[config.mk]
export PLATFORM = sky130hd
export DESIGN_NAME = trap_entry_seq
export DESIGN_NICKNAME = d
export VERILOG_FILES = /design/src/rtl/trap_pkg.sv /design/src/rtl/trap_route.sv /design/src/rtl/trap_status_upd.sv /design/src/rtl/trap_save_bank.sv /design/src/rtl/trap_entry_seq.sv
export SDC_FILE = /design/constraint.sdc
export NUM_CORES = 1
export LEC_CHECK = 0
export BUFFER_PORTS_ARGS = -buffer_cell sky130_fd_sc_hd__buf_2
export CORE_AREA = 2 2 330 332
export CTS_CLUSTER_DIAMETER = 60
export DETAILED_ROUTE_END_ITERATION = 7
export DIE_AREA = 0 0 332 334
export PLACE_DENSITY_LB_ADDON = 0.25
export SYNTH_ARGS = -nofsm -noshare
export SYNTH_HDL_FRONTEND = slang
export SYNTH_SLANG_ARGS = --single-unit
[constraint.sdc]
create_clock -name clk -period 0.95 [get_ports clk]
set_input_delay 0.2375 -clock clk [delete_from_list [all_inputs] [get_ports clk]]
set_output_delay 0.2375 -clock clk [all_outputs]
set_load 0.01 [all_outputs]
[src/rtl/trap_pkg.sv]
package trap_pkg;

  typedef enum logic [1:0] {
    PRIV_U   = 2'd0,
    PRIV_S   = 2'd1,
    PRIV_RSV = 2'd2,
    PRIV_M   = 2'd3
  } priv_e;

  localparam int unsigned NUM_LEVELS = 4;

  typedef struct packed {
    logic [NUM_LEVELS-1:0] ie;
    logic                  spie;
    logic                  mpie;
    logic                  spp;
    logic [1:0]            mpp;
  } stat_t;

  localparam int unsigned BANK_S = 0;
  localparam int unsigned BANK_M = 1;
  localparam int unsigned NUM_BANKS = 2;

endpackage

[src/rtl/trap_route.sv]
module trap_route
  import trap_pkg::*;
#(
  parameter int unsigned XLEN = 64
) (
  input  logic [XLEN-1:0] cause,
  input  logic [1:0]      priv,
  input  logic [XLEN-1:0] edeleg,
  input  logic [XLEN-1:0] ideleg,
  output logic            to_super
);

  localparam int unsigned IDXW = $clog2(XLEN);
  localparam logic [XLEN-1:0] XLEN_V = XLEN;

  logic            is_irq;
  logic [XLEN-1:0] stripped;
  logic [XLEN-1:0] mask_sel;
  logic            in_range;
  logic            low_priv;
  logic            mask_bit;

  always_comb begin
    is_irq   = cause[XLEN-1];
    stripped = cause;
    stripped[XLEN-1] = 1'b0;
    mask_sel = is_irq ? ideleg : edeleg;
    in_range = (stripped < XLEN_V);
    mask_bit = mask_sel[stripped[IDXW-1:0]];
    low_priv = (priv == PRIV_U) || (priv == PRIV_S);
    to_super = low_priv && in_range && mask_bit;
  end

endmodule

[src/rtl/trap_status_upd.sv]
module trap_status_upd
  import trap_pkg::*;
(
  input  stat_t      cur,
  input  logic [1:0] priv,
  input  logic       to_super,
  output stat_t      nxt
);

  logic cur_en;

  always_comb begin
    cur_en = cur.ie[priv];
    nxt    = cur;
    if (to_super) begin
      nxt.spie        = cur_en;
      nxt.spp         = priv[0];
      nxt.ie[PRIV_S]  = 1'b0;
    end else begin
      nxt.mpie        = cur_en;
      nxt.mpp         = priv;
      nxt.ie[PRIV_M]  = 1'b0;
    end
  end

endmodule

[src/rtl/trap_save_bank.sv]
module trap_save_bank #(
  parameter int unsigned XLEN = 64
) (
  input  logic            clk,
  input  logic            rst_n,
  input  logic            wr_en,
  input  logic            bad_en,
  input  logic [XLEN-1:0] cause_in,
  input  logic [XLEN-1:0] epc_in,
  input  logic [XLEN-1:0] bad_in,
  output logic [XLEN-1:0] cause_q,
  output logic [XLEN-1:0] epc_q,
  output logic [XLEN-1:0] bad_q
);

  logic [XLEN-1:0] cause_d, epc_d, bad_d;
  logic            rec_ce, bad_ce;

  always_comb begin
    rec_ce  = wr_en;
    bad_ce  = wr_en && bad_en;
    cause_d = rec_ce ? cause_in : cause_q;
    epc_d   = rec_ce ? epc_in   : epc_q;
    bad_d   = bad_ce ? bad_in   : bad_q;
  end

  always_ff @(posedge clk or negedge rst_n) begin
    if (!rst_n) begin
      cause_q <= '0;
      epc_q   <= '0;
      bad_q   <= '0;
    end else begin
      if (rec_ce) begin
        cause_q <= cause_d;
        epc_q   <= epc_d;
      end
      if (bad_ce) begin
        bad_q <= bad_d;
      end
    end
  end

endmodule

[src/rtl/trap_entry_seq.sv]
module trap_entry_seq
  import trap_pkg::*;
#(
  parameter int unsigned     XLEN        = 64,
  parameter logic [XLEN-1:0] MTVEC_ADDR  = 'h100,
  parameter logic [XLEN-1:0] RESET_PC    = 'h1000
) (
  input  logic            clk,
  input  logic            rst_n,
  input  logic            trap_valid,
  input  logic [XLEN-1:0] trap_cause,
  input  logic [XLEN-1:0] trap_epc,
  input  logic            badaddr_valid,
  input  logic [XLEN-1:0] badaddr,
  input  logic [1:0]      cur_priv,
  input  logic [XLEN-1:0] edeleg,
  input  logic [XLEN-1:0] ideleg,
  input  logic [XLEN-1:0] stvec,
  input  logic [3:0]      st_ie_i,
  input  logic            st_spie_i,
  input  logic            st_mpie_i,
  input  logic            st_spp_i,
  input  logic [1:0]      st_mpp_i,
  output logic [1:0]      priv_o,
  output logic [XLEN-1:0] pc_o,
  output logic [XLEN-1:0] scause_o,
  output logic [XLEN-1:0] sepc_o,
  output logic [XLEN-1:0] sbadaddr_o,
  output logic [XLEN-1:0] mcause_o,
  output logic [XLEN-1:0] mepc_o,
  output logic [XLEN-1:0] mbadaddr_o,
  output logic [3:0]      st_ie_o,
  output logic            st_spie_o,
  output logic            st_mpie_o,
  output logic            st_spp_o,
  output logic [1:0]      st_mpp_o
);

  localparam logic [XLEN-1:0] VEC_ALIGN = {{(XLEN-2){1'b1}}, 2'b00};

  logic            to_super;
  stat_t           stat_cur, stat_upd, stat_d, stat_q;
  logic [1:0]      priv_d, priv_q;
  logic [XLEN-1:0] pc_d, pc_q;

  logic [NUM_BANKS-1:0][XLEN-1:0] bk_cause, bk_epc, bk_bad;

  trap_route #(.XLEN(XLEN)) u_route (
    .cause    (trap_cause),
    .priv     (cur_priv),
    .edeleg   (edeleg),
    .ideleg   (ideleg),
    .to_super (to_super)
  );

  always_comb begin
    stat_cur.ie   = st_ie_i;
    stat_cur.spie = st_spie_i;
    stat_cur.mpie = st_mpie_i;
    stat_cur.spp  = st_spp_i;
    stat_cur.mpp  = st_mpp_i;
  end

  trap_status_upd u_stat (
    .cur      (stat_cur),
    .priv     (cur_priv),
    .to_super (to_super),
    .nxt      (stat_upd)
  );

  for (genvar b = 0; b < NUM_BANKS; b++) begin : g_bank
    logic sel;
    assign sel = (b == BANK_S) ? to_super : !to_super;
    trap_save_bank #(.XLEN(XLEN)) u_bank (
      .clk      (clk),
      .rst_n    (rst_n),
      .wr_en    (trap_valid && sel),
      .bad_en   (badaddr_valid),
      .cause_in (trap_cause),
      .epc_in   (trap_epc),
      .bad_in   (badaddr),
      .cause_q  (bk_cause[b]),
      .epc_q    (bk_epc[b]),
      .bad_q    (bk_bad[b])
    );
  end

  always_comb begin
    priv_d = priv_q;
    pc_d   = pc_q;
    stat_d = stat_q;
    if (trap_valid) begin
      stat_d = stat_upd;
      if (to_super) begin
        priv_d = PRIV_S;
        pc_d   = stvec & VEC_ALIGN;
      end else begin
        priv_d = PRIV_M;
        pc_d   = MTVEC_ADDR;
      end
    end
  end

  always_ff @(posedge clk or negedge rst_n) begin
    if (!rst_n) begin
      priv_q <= PRIV_M;
      pc_q   <= RESET_PC;
      stat_q <= '0;
    end else if (trap_valid) begin
      priv_q <= priv_d;
      pc_q   <= pc_d;
      stat_q <= stat_d;
    end
  end

  assign priv_o     = priv_q;
  assign pc_o       = pc_q;
  assign scause_o   = bk_cause[BANK_S];
  assign sepc_o     = bk_epc[BANK_S];
  assign sbadaddr_o = bk_bad[BANK_S];
  assign mcause_o   = bk_cause[BANK_M];
  assign mepc_o     = bk_epc[BANK_M];
  assign mbadaddr_o = bk_bad[BANK_M];
  assign st_ie_o    = stat_q.ie;
  assign st_spie_o  = stat_q.spie;
  assign st_mpie_o  = stat_q.mpie;
  assign st_spp_o   = stat_q.spp;
  assign st_mpp_o   = stat_q.mpp;

  a_r3_machine_keeps: assert property (@(posedge clk) disable iff (!rst_n)
    (trap_valid && cur_priv == PRIV_M) |=> (priv_o == PRIV_M));

  a_r4_vec_aligned: assert property (@(posedge clk) disable iff (!rst_n)
    trap_valid |=> (priv_o != PRIV_S || pc_o[1:0] == 2'b00));

  a_r6_fixed_vec: assert property (@(posedge clk) disable iff (!rst_n)
    trap_valid |=> (priv_o != PRIV_M || pc_o == MTVEC_ADDR));

  a_r5_r7_ie_cleared: assert property (@(posedge clk) disable iff (!rst_n)
    trap_valid |=> ((priv_o == PRIV_S) ? !st_ie_o[1] : !st_ie_o[3]));

  a_r8_bad_hold: assert property (@(posedge clk) disable iff (!rst_n)
    (trap_valid && !badaddr_valid) |=> ($stable(sbadaddr_o) && $stable(mbadaddr_o)));

  a_r9_idle_hold: assert property (@(posedge clk) disable iff (!rst_n)
    !trap_valid |=> ($stable(pc_o) && $stable(priv_o) && $stable(scause_o) &&
                     $stable(mcause_o) && $stable(st_ie_o)));

endmodule

; ---- Word-level counts from Yosys, hierarchy flattened
; Index checks and enable logic that the tools add are counted.
[word_totals]
register_bits = 459
inputBits = 399
output_inout_bits = 459
[op_classes]
n_lt_le_gt_ge = 3
eq_ne = 1
muxes = 13
n_reduce_logical = 9
[op_table]
columns = operator, count
row1 = 64-bit two-way mux, 2
row2 = "63-bit by 7-bit less-than comparator with 1-bit output, second input constant", 1
row3 = "6-bit by 7-bit less-than comparator with 1-bit output, second input constant", 1
row4 = 1-bit two-way mux, 7
row5 = 1-bit binary-select mux with 6-bit select, 1
row6 = 1-bit logical AND, 6
row7 = 2-bit two-way mux, 2
row8 = "2-bit by 3-bit less-than comparator with 1-bit output, second input constant", 1
row9 = 1-bit binary-select mux with 2-bit select, 1
row10 = "2-bit by 1-bit equality test with 1-bit output, second input constant", 1
row11 = 2-bit logical NOT, 1
row12 = 1-bit logical NOT, 1
row13 = 1-bit logical OR, 1

; ---- Longest topological paths before layout
; Gate-level depths: netlist (run 1).
[depth]
word_depth = 7
depth_mapped = 13
depth_no_buf = 7

; ---- Hierarchy
; Synthesis (run 1) repeated with hierarchy kept, for this count alone.
[hier_totals]
cells_unflattened = 1238
hier_area_um2 = 18617.9
[modules_own_cells]
columns = module, instances, cells_each, area_each_um2, seq_area_each_um2
row1 = trap_save_bank, 2, 405, 7103.1, 4804.6
row2 = trap_entry_seq, 1, 291, 2940.3, 1804.2
row3 = trap_route, 1, 126, 1353.8, 0.0
row4 = trap_status_upd, 1, 11, 117.6, 0.0

; ---- Least setup slack after synthesis (run 1)
; No wires, ideal clock.
[synth_path]
kind = input-to-reg
start = input trap_cause[63]
end = register g_bank[1].u_bank.bad_q[52]
setup_time_ns = 0.125
arrival_time_ns = 2.912
slack_ns = -2.087
stages = 10
cell_sequence = buf_2 mux4_2 a22oi_1 a31oi_1 or4_1 and4_1 buf_4 nor3_4 buf_6 mux2_2
[synth_via]
elab_chain_len = 7
[synth_lines]
columns = item, line
row1 = from (decl), trap_entry_seq.sv:11  ; input logic [XLEN-1:0] trap_cause,
row2 = 64-bit two-way mux, trap_route.sv:27  ; mask_sel = is_irq ? ideleg : edeleg;
row3 = 1-bit binary-select mux with 6-bit select, trap_route.sv:29  ; mask_bit = mask_sel[stripped[IDXW-1:0]];
row4 = 1-bit two-way mux (implied by the code), trap_route.sv:29
row5 = 1-bit logical AND, trap_route.sv:31  ; to_super = low_priv && in_range && mask_bit;
row6 = 1-bit logical NOT, trap_entry_seq.sv:73  ; assign sel = (b == BANK_S) ? to_super : !to_super;
row7 = 1-bit logical AND, trap_entry_seq.sv:77  ; .wr_en (trap_valid && sel),
row8 = 1-bit logical AND, trap_save_bank.sv:21  ; bad_ce = wr_en && bad_en;
row9 = to (signal assigned), trap_save_bank.sv:31  ; bad_q <= '0;
row10 = to (signal assigned), trap_save_bank.sv:38  ; bad_q <= bad_d;
row11 = to (decl), trap_save_bank.sv:13  ; output logic [XLEN-1:0] bad_q
; Every way passes these cells. The select of a mux whose other input is x is not followed.
; A chain may end at the register's enable or synchronous reset.

; ---- Worst setup path in the final report (run 1)
[layout_path]
start = input trap_cause[0]
end = register g_bank[1].u_bank.epc_q[15]
[layout_via]
elab_chain_len = 5
word_cells_on_any_way = 7
cone_classes = order compare: 1 / mux: 2 / reduce/logical: 4
[layout_lines]
columns = item, line
row1 = 63-bit by 7-bit less-than comparator with 1-bit output / 1-bit binary-select mux with 6-bit select (equally long branches), "trap_route.sv:28, trap_route.sv:29"
row2 = 1-bit logical AND / 1-bit two-way mux (equally long branches), "trap_route.sv:31, trap_route.sv:29"
row3 = 1-bit logical AND *, trap_route.sv:31
row4 = 1-bit logical NOT *, trap_entry_seq.sv:73
row5 = 1-bit logical AND *, trap_entry_seq.sv:77
row6 = to (signal assigned), trap_save_bank.sv:35  ; epc_q <= epc_d;
row7 = to (decl), trap_save_bank.sv:12  ; output logic [XLEN-1:0] epc_q,
; Every way passes the cells marked *; elsewhere a longest branch is shown, timed or not. The select of a mux whose other input is x is not followed.

==> run metrics, run 1 <==
Crit path arrival time 3.03 ns; gpl congestion 0.823; CP Capture Type flip-flop; worst r2r src g_bank[1].u_bank.epc_q[33]; first-pass GRT wire length 115 mm; setup ws final -1.56 ns; actual slew at the worst max-slew pin around 0.50 ns; register area share after synthesis 62.4%; DPL Wire Length 61.4 mm; port buffer count 852; share of the synthesized area in the top cell type 62.1%; CP max FO 8; min-delay worst type in2reg; Placed Cells 3663; fin crit period between 2 and 3 ns; clk buf depth 3; share of cells above drive strength 1 60.1%; FMAX around 0.4 GHz; total die area 111000 sq um; Hold Path Depth 3; Max Slew Vio Count 0; largest net degree at the start of global routing 57; final-report setup violation count between 900 and 1000; met3 usage 4.51%; met1 Use GR between 10% and 20%; count leader, synth dfrtp_1; clock latency on the worst-skew pair 0.63 ns; Synth Flop Type dfrtp_1; final hold vios 0; H-tree depth 2; CTS tree yes; gr usage total 13.9%; area delta synth->final 79.3%; global routing usage on met2 24.6%; crit share post-route 264%; asr flop ratio synth 100%; initial DRC count around 580; mapped cell area 18300 sq um; Ys Warns 0; Synth Area in Compound Gates 3.62%; Placed Area roughly 26000 sq um; fillers 11100; RSZ-0062 raised after global routing true; nets 3010; number of flops mapped to enable cells by yosys 0; Leak Pwr 17.0 nW; # rows 121; GR peak layer met2; mux share of post-synthesis cell area 24.3%; clk sinks 456; TritonCTS Buffers 59; largest family of logic cells by synthesized area multiplexers; Worst VDD drop 1.25 mV; r2r worst-path depth 1; routed length per instance 20.4 um; DRT antenna net count 0; GRT overflow 0; startpoint of the worst hold path trap_cause[35]; DR vias approximately 16000; xor/xnor share of the synthesized area 0%; post-synthesis adder-cell area fraction 0%; clock skew 0 ns; Starting Density 17.0%; I/O Pins ~860; WL final 83.2 mm; Crit Path Class in2reg; max_slew headroom roughly 66%; Die X ~330 um; Seq cells post-synth roughly 460; Pwr Density 1580 nW/um^2; Clock transition at path regs 0.06 ns; Reg-to-Reg End g_bank[1].u_bank.epc_q[33]; Reg2Reg Setup Slack 0.12 ns; most frequent cells after synthesis 454 x dfrtp_1, 328 x mux2_2, 75 x nand2_1; Startpoint Class input port; failing checks negative setup slack; CP Data Required Time roughly 1.5 ns; DIE HEIGHT 334 um; vias in the first global route 16600; DR DRC count 0; Syn Inst Count 1272; Final TNS setup -862.19 ns; status complete, but fails checks; routed vias/inst 3.88; synth unique cells 39; Avg Inst Size Synth 14.4 sq um; non-filler cells, final 4079; Finished Cell Area approximately 33000 sq um; simple-gate area share of the yosys netlist about 5.3%; initial antenna violation count 18; reported max-cap violation count 0; drt pass-1 iters 5; clk root buf clkbuf_16; area leader, netlist dfrtp_1; core area approximately 110000 sq um; Hold WS 0.0346 ns; top cells by area, synth dfrtp_1 62%, mux2_2 20%, mux4_2 2.6%; hold path endpoint g_bank[1].u_bank.cause_q[35]
## routing by layer
layer	wire (um)	vias up
li1	-	7168
met1	33300	7876
met2	41600	645
met3	6300	116
met4	1860	6
met5	38	-
## how the worst max path moves through the flow
stage	end	slack (ns)	start	cells past startpoint
3_5_place_dp	g_bank[1].u_bank.cause_q[62]	-2.60	trap_cause[63]	10
4_1_cts	g_bank[1].u_bank.bad_q[1]	-1.53	trap_cause[63]	12
2_1_floorplan	g_bank[1].u_bank.bad_q[52]	-1.98	trap_cause[63]	10
6_report	g_bank[1].u_bank.epc_q[15]	-1.56	trap_cause[0]	13
3_3_place_gp	g_bank[1].u_bank.cause_q[18]	-2.57	trap_cause[63]	10
5_1_grt	g_bank[1].u_bank.epc_q[19]	-1.61	trap_cause[63]	13
## logic make-up after synthesis
kind of cell,Yosys count
AND/OR/NAND/NOR,184
flip-flops,456
AO/OA/AOI/OAI,101
other,2
multiplexers,376
buffers and inverters,153
## report_power, final
part | internal [W] | total [W] | switching, W
sequential | 0.0204 | 0.0210 | 0.000558
clock | 0.0136 | 0.0228 | 0.00916
combinational | 0.00441 | 0.00799 | 0.00358
## repair_timing
item                                    in CTS  in global routing
hold endpoints to repair                   841                  0
gates resized for setup                     64                272
setup buffers                               11                 11
cloned                                       4                 18
pin swaps                                   12                 35
hold buffers                               258                  0
endpoints found under the setup margin     910                910
## flip-flops by register name, indices dropped and copies added, names as in the netlist
register / flops
pc_o: 62
st_mpie_o: 1
st_ie_o: 4
st_spp_o: 1
g_bank.u_bank.bad_q: 128
st_mpp_o: 2
g_bank.u_bank.cause_q: 128
priv_o: 1
g_bank.u_bank.epc_q: 128
st_spie_o: 1
## cells in the final DEF (no fill, tap or decap), types with 44 or more instances in the layout
cell type / instances
and2_1: 44
buf_12: 52
buf_2: 844
buf_4: 149
clkbuf_16: 76
dfrtp_1: 454
dlygate4sd3_1: 258
inv_1: 70
mux2_2: 63
mux2_4: 268
nand2_1: 75
o22ai_1: 59
## per-stage QoR
stage | worst slack, ns | util (%) | total power (W)
floorplan | -1.98 | - | 0.0235
global placement | -2.57 | 24.3 | 0.0274
detailed placement | -2.60 | 24.3 | 0.0274
CTS | -1.53 | 29.0 | 0.0517
global route | -1.61 | 30.4 | 0.0539
finish | -1.56 | 30.4 | 0.0517
## critical path, cell delays in order
cell and delay [ns]:
buf_12 0.12, buf_12 0.14, buf_4 0.14, mux4_2 0.55, o211ai_1 0.23, o2111ai_2 0.13, nor4bb_4 0.22, buf_4 0.16
nor3b_4 0.25, buf_12 0.17, clkbuf_16 0.19, clkbuf_16 0.16, mux2_2 0.32
## cell type report
type | instances | area, sq um | area share (%)
diodes | 5 | 12.5 | 0.0381
flip-flops and latches | 456 | 11400 | 34.8
clock buffers | 88 | 1720 | 5.23
multi-input cells | 664 | 7380 | 22.5
well taps | 1414 | 1770 | 5.39
repair buffers | 1360 | 10000 | 30.5
clock inverters | 22 | 267 | 0.812
inverters | 70 | 263 | 0.801
(Power assumes the default switching activity.)
==> inputs of run 2 (changes only) <==
- CORE_AREA: 2 2 330 332 -> 2 2 332 334
- DIE_AREA: 0 0 332 334 -> 0 0 334 336
- SYNTH_HIERARCHICAL: default -> 1
==> run metrics, run 2 <==
Synth Flop Type dfrtp_1; Crit path arrival time between 3 and 4 ns; clock latency on the worst-skew pair 0.63 ns; FMAX about 0.38 GHz; Leak Pwr 16.9 nW; area leader, netlist dfrtp_1; initial DRC count ~550; CP max FO 5; DRT antenna net count 0; Avg Inst Size Synth 15.0 sq um; Die X 334 um; clock skew 0 ns; port buffer count 852; Hold WS ~0.094 ns; # rows between 100 and 150; most frequent cells after synthesis 454 x dfrtp_1, 387 x mux2_2, 61 x nand3_1; initial antenna violation count 7; Ys Warns 6; H-tree depth 2; Pwr Density 1580 nW/um^2; largest delay contributor family on the critical path buffers and inverters; CP Capture Type flip-flop; Worst VDD drop 1.26 mV; synth unique cells 39; Placed Area 25900 sq um; GRT overflow 0; DR DRC count 0; clk sinks 456; vias in the first global route about 18000; most frequent CP cell buf_12; failing checks negative setup slack; clk root buf clkbuf_16; share of the synthesized area in the top cell type 61.0%; number of flops mapped to enable cells by yosys 0; Finished Cell Area roughly 33000 sq um; CP Data Required Time 1.46 ns; Clock transition at path regs approximately 0.060 ns; DR vias 15900; reported max-cap violation count 0; RSZ-0062 raised after global routing true; gr usage total 14.1%; Syn Inst Count between 1000 and 1500; min-delay worst type in2reg; gpl congestion slightly below 0.9; I/O Pins between 800 and 900; first-pass GRT wire length 118 mm; clk buf depth 3; Top Registers g_bank.u_bank/bad_q (128), g_bank.u_bank/cause_q (128), g_bank.u_bank/epc_q (128); CTS tree yes; Starting Density ~17%; status complete, but fails checks; Seq cells post-synth 456; DPL Wire Length 58.7 mm; fin crit period 2.64 ns; top cells by area, synth dfrtp_1 61%, mux2_2 23%, mux4_1 1.7%; final hold vios 0; mapped cell area between 15000 and 20000 sq um; register area share after synthesis 61.3%; commonest non-fill, non-tap cell in the layout buf_2; max_slew headroom a little over half; count leader, synth dfrtp_1; nets 2953; commonest cells after routing, fill and taps aside 843 x buf_2, 454 x dfrtp_1, 257 x dlygate4sd3_1; core area 108000 sq um; routed length per instance 20.9 um; area delta synth->final 78.2%; WL final 84.0 mm; largest net degree at the start of global routing 68; crit share post-route 278%; Max Slew Vio Count 0; TritonCTS Buffers 60; total die area 112000 sq um; WP buf/inv 8; drt pass-1 iters 4; asr flop ratio synth 100%; final-report setup violation count 910; actual slew at the worst max-slew pin 0.720 ns; Crit Path Class in2reg; Startpoint Class input port; slowest cell delay on critical path ~0.5 ns; setup ws final -1.69 ns; share of cells above drive strength 1 62.5%; crit-path cells bufbuf_16 > mux4_2 > mux2i_2 > a21o_1 > o2111ai_1 > o311ai_2 > buf_4 > a21oi_4 > buf_12 > buf_12 > nor2b_4 > buf_12 > buf_12 > buf_12 > clkbuf_16 > mux2_4; slowest cell on the critical path mux4_2; routed vias/inst 3.95; fillers 11000; DIE HEIGHT 336 um
[run 2: report_power, final]
| part | leakage (nW) | internal [W] | switching [W] |
|---|---|---|---|
| registers | 5.91 | 0.0204 | 0.000589 |
| logic | 9.96 | 0.00429 | 0.00351 |
| clock network | 1.02 | 0.0143 | 0.00923 |
[run 2: cell families after synthesis]
| group | count (synthesis) | share of synthesized area, % |
|---|---|---|
| DFF | 456 | 61.3 |
| muxes | 447 | 28.4 |
| buffers and inverters | 141 | 4.35 |
| AOI/OAI and AO/OA | 92 | 3.00 |
| and+or+nand+nor | 100 | 2.93 |
| other | 2 | 0.0403 |
[run 2: timing repair]
action	in CTS	in global routing
endpoints found under the hold margin	895	0
pin swaps	12	10
buffers inserted	44	4
hold buffers	257	0
endpoints found under the setup margin	910	910
resized for setup	261	86
gates cloned	30	11
[run 2: cell type report]
cell class / instances / area (sq um) / share of cell area [%]
Clock inverter: 31 / 385 / 1.16
Timing Repair Buffer: 1333 / 10200 / 30.8
Sequential cell: 456 / 11400 / 34.4
Clock buffer: 81 / 1700 / 5.13
Inverter: 61 / 229 / 0.690
Tap cell: 1414 / 1770 / 5.33
Multi-Input combinational cell: 642 / 7460 / 22.5
Antenna cell: 2 / 5.00 / 0.0151
[run 2: stage by stage]
step	setup slack, ns	power, W	instances	util [%]	TNS (ns)
6_report	-1.69	0.0523	4020	30.6	-896.55
5_1_grt	-1.74	0.0546	4019	30.6	-963.41
4_1_cts	-1.67	0.0532	4014	30.3	-929.50
3_5_place_dp	-2.85	0.0274	3577	23.9	-1181.97
3_3_place_gp	-2.80	0.0273	3577	23.9	-1171.34
2_1_floorplan	-1.72	0.0236	1239	-	-736.43
[run 2: path summary, 6_finish.rpt]
check	startpoint	endpoint	slack, ns	depth (start not counted)
max	trap_cause[0]	g_bank[1].u_bank/epc_q[38]	-1.69	16
max in group asynchronous	rst_n	priv_o[1]	0.12	4
min in group asynchronous	rst_n	g_bank[1].u_bank/epc_q[6]	0.12	2
max reg2reg	g_bank[1].u_bank/epc_q[43]	g_bank[1].u_bank/epc_q[43]	0.10	1
min	trap_cause[3]	g_bank[1].u_bank/cause_q[3]	0.09	3
min reg2reg	pc_o[12]	pc_o[12]	0.48	2
[run 2: per-layer routing]
layer	track usage, %	routed length (um)	vias up
li1	-	-	7103
met4	5.81	3430	10
met1	16.2	33000	8006
met2	24.4	41800	606
met5	0	69	-
met3	4.27	5650	166
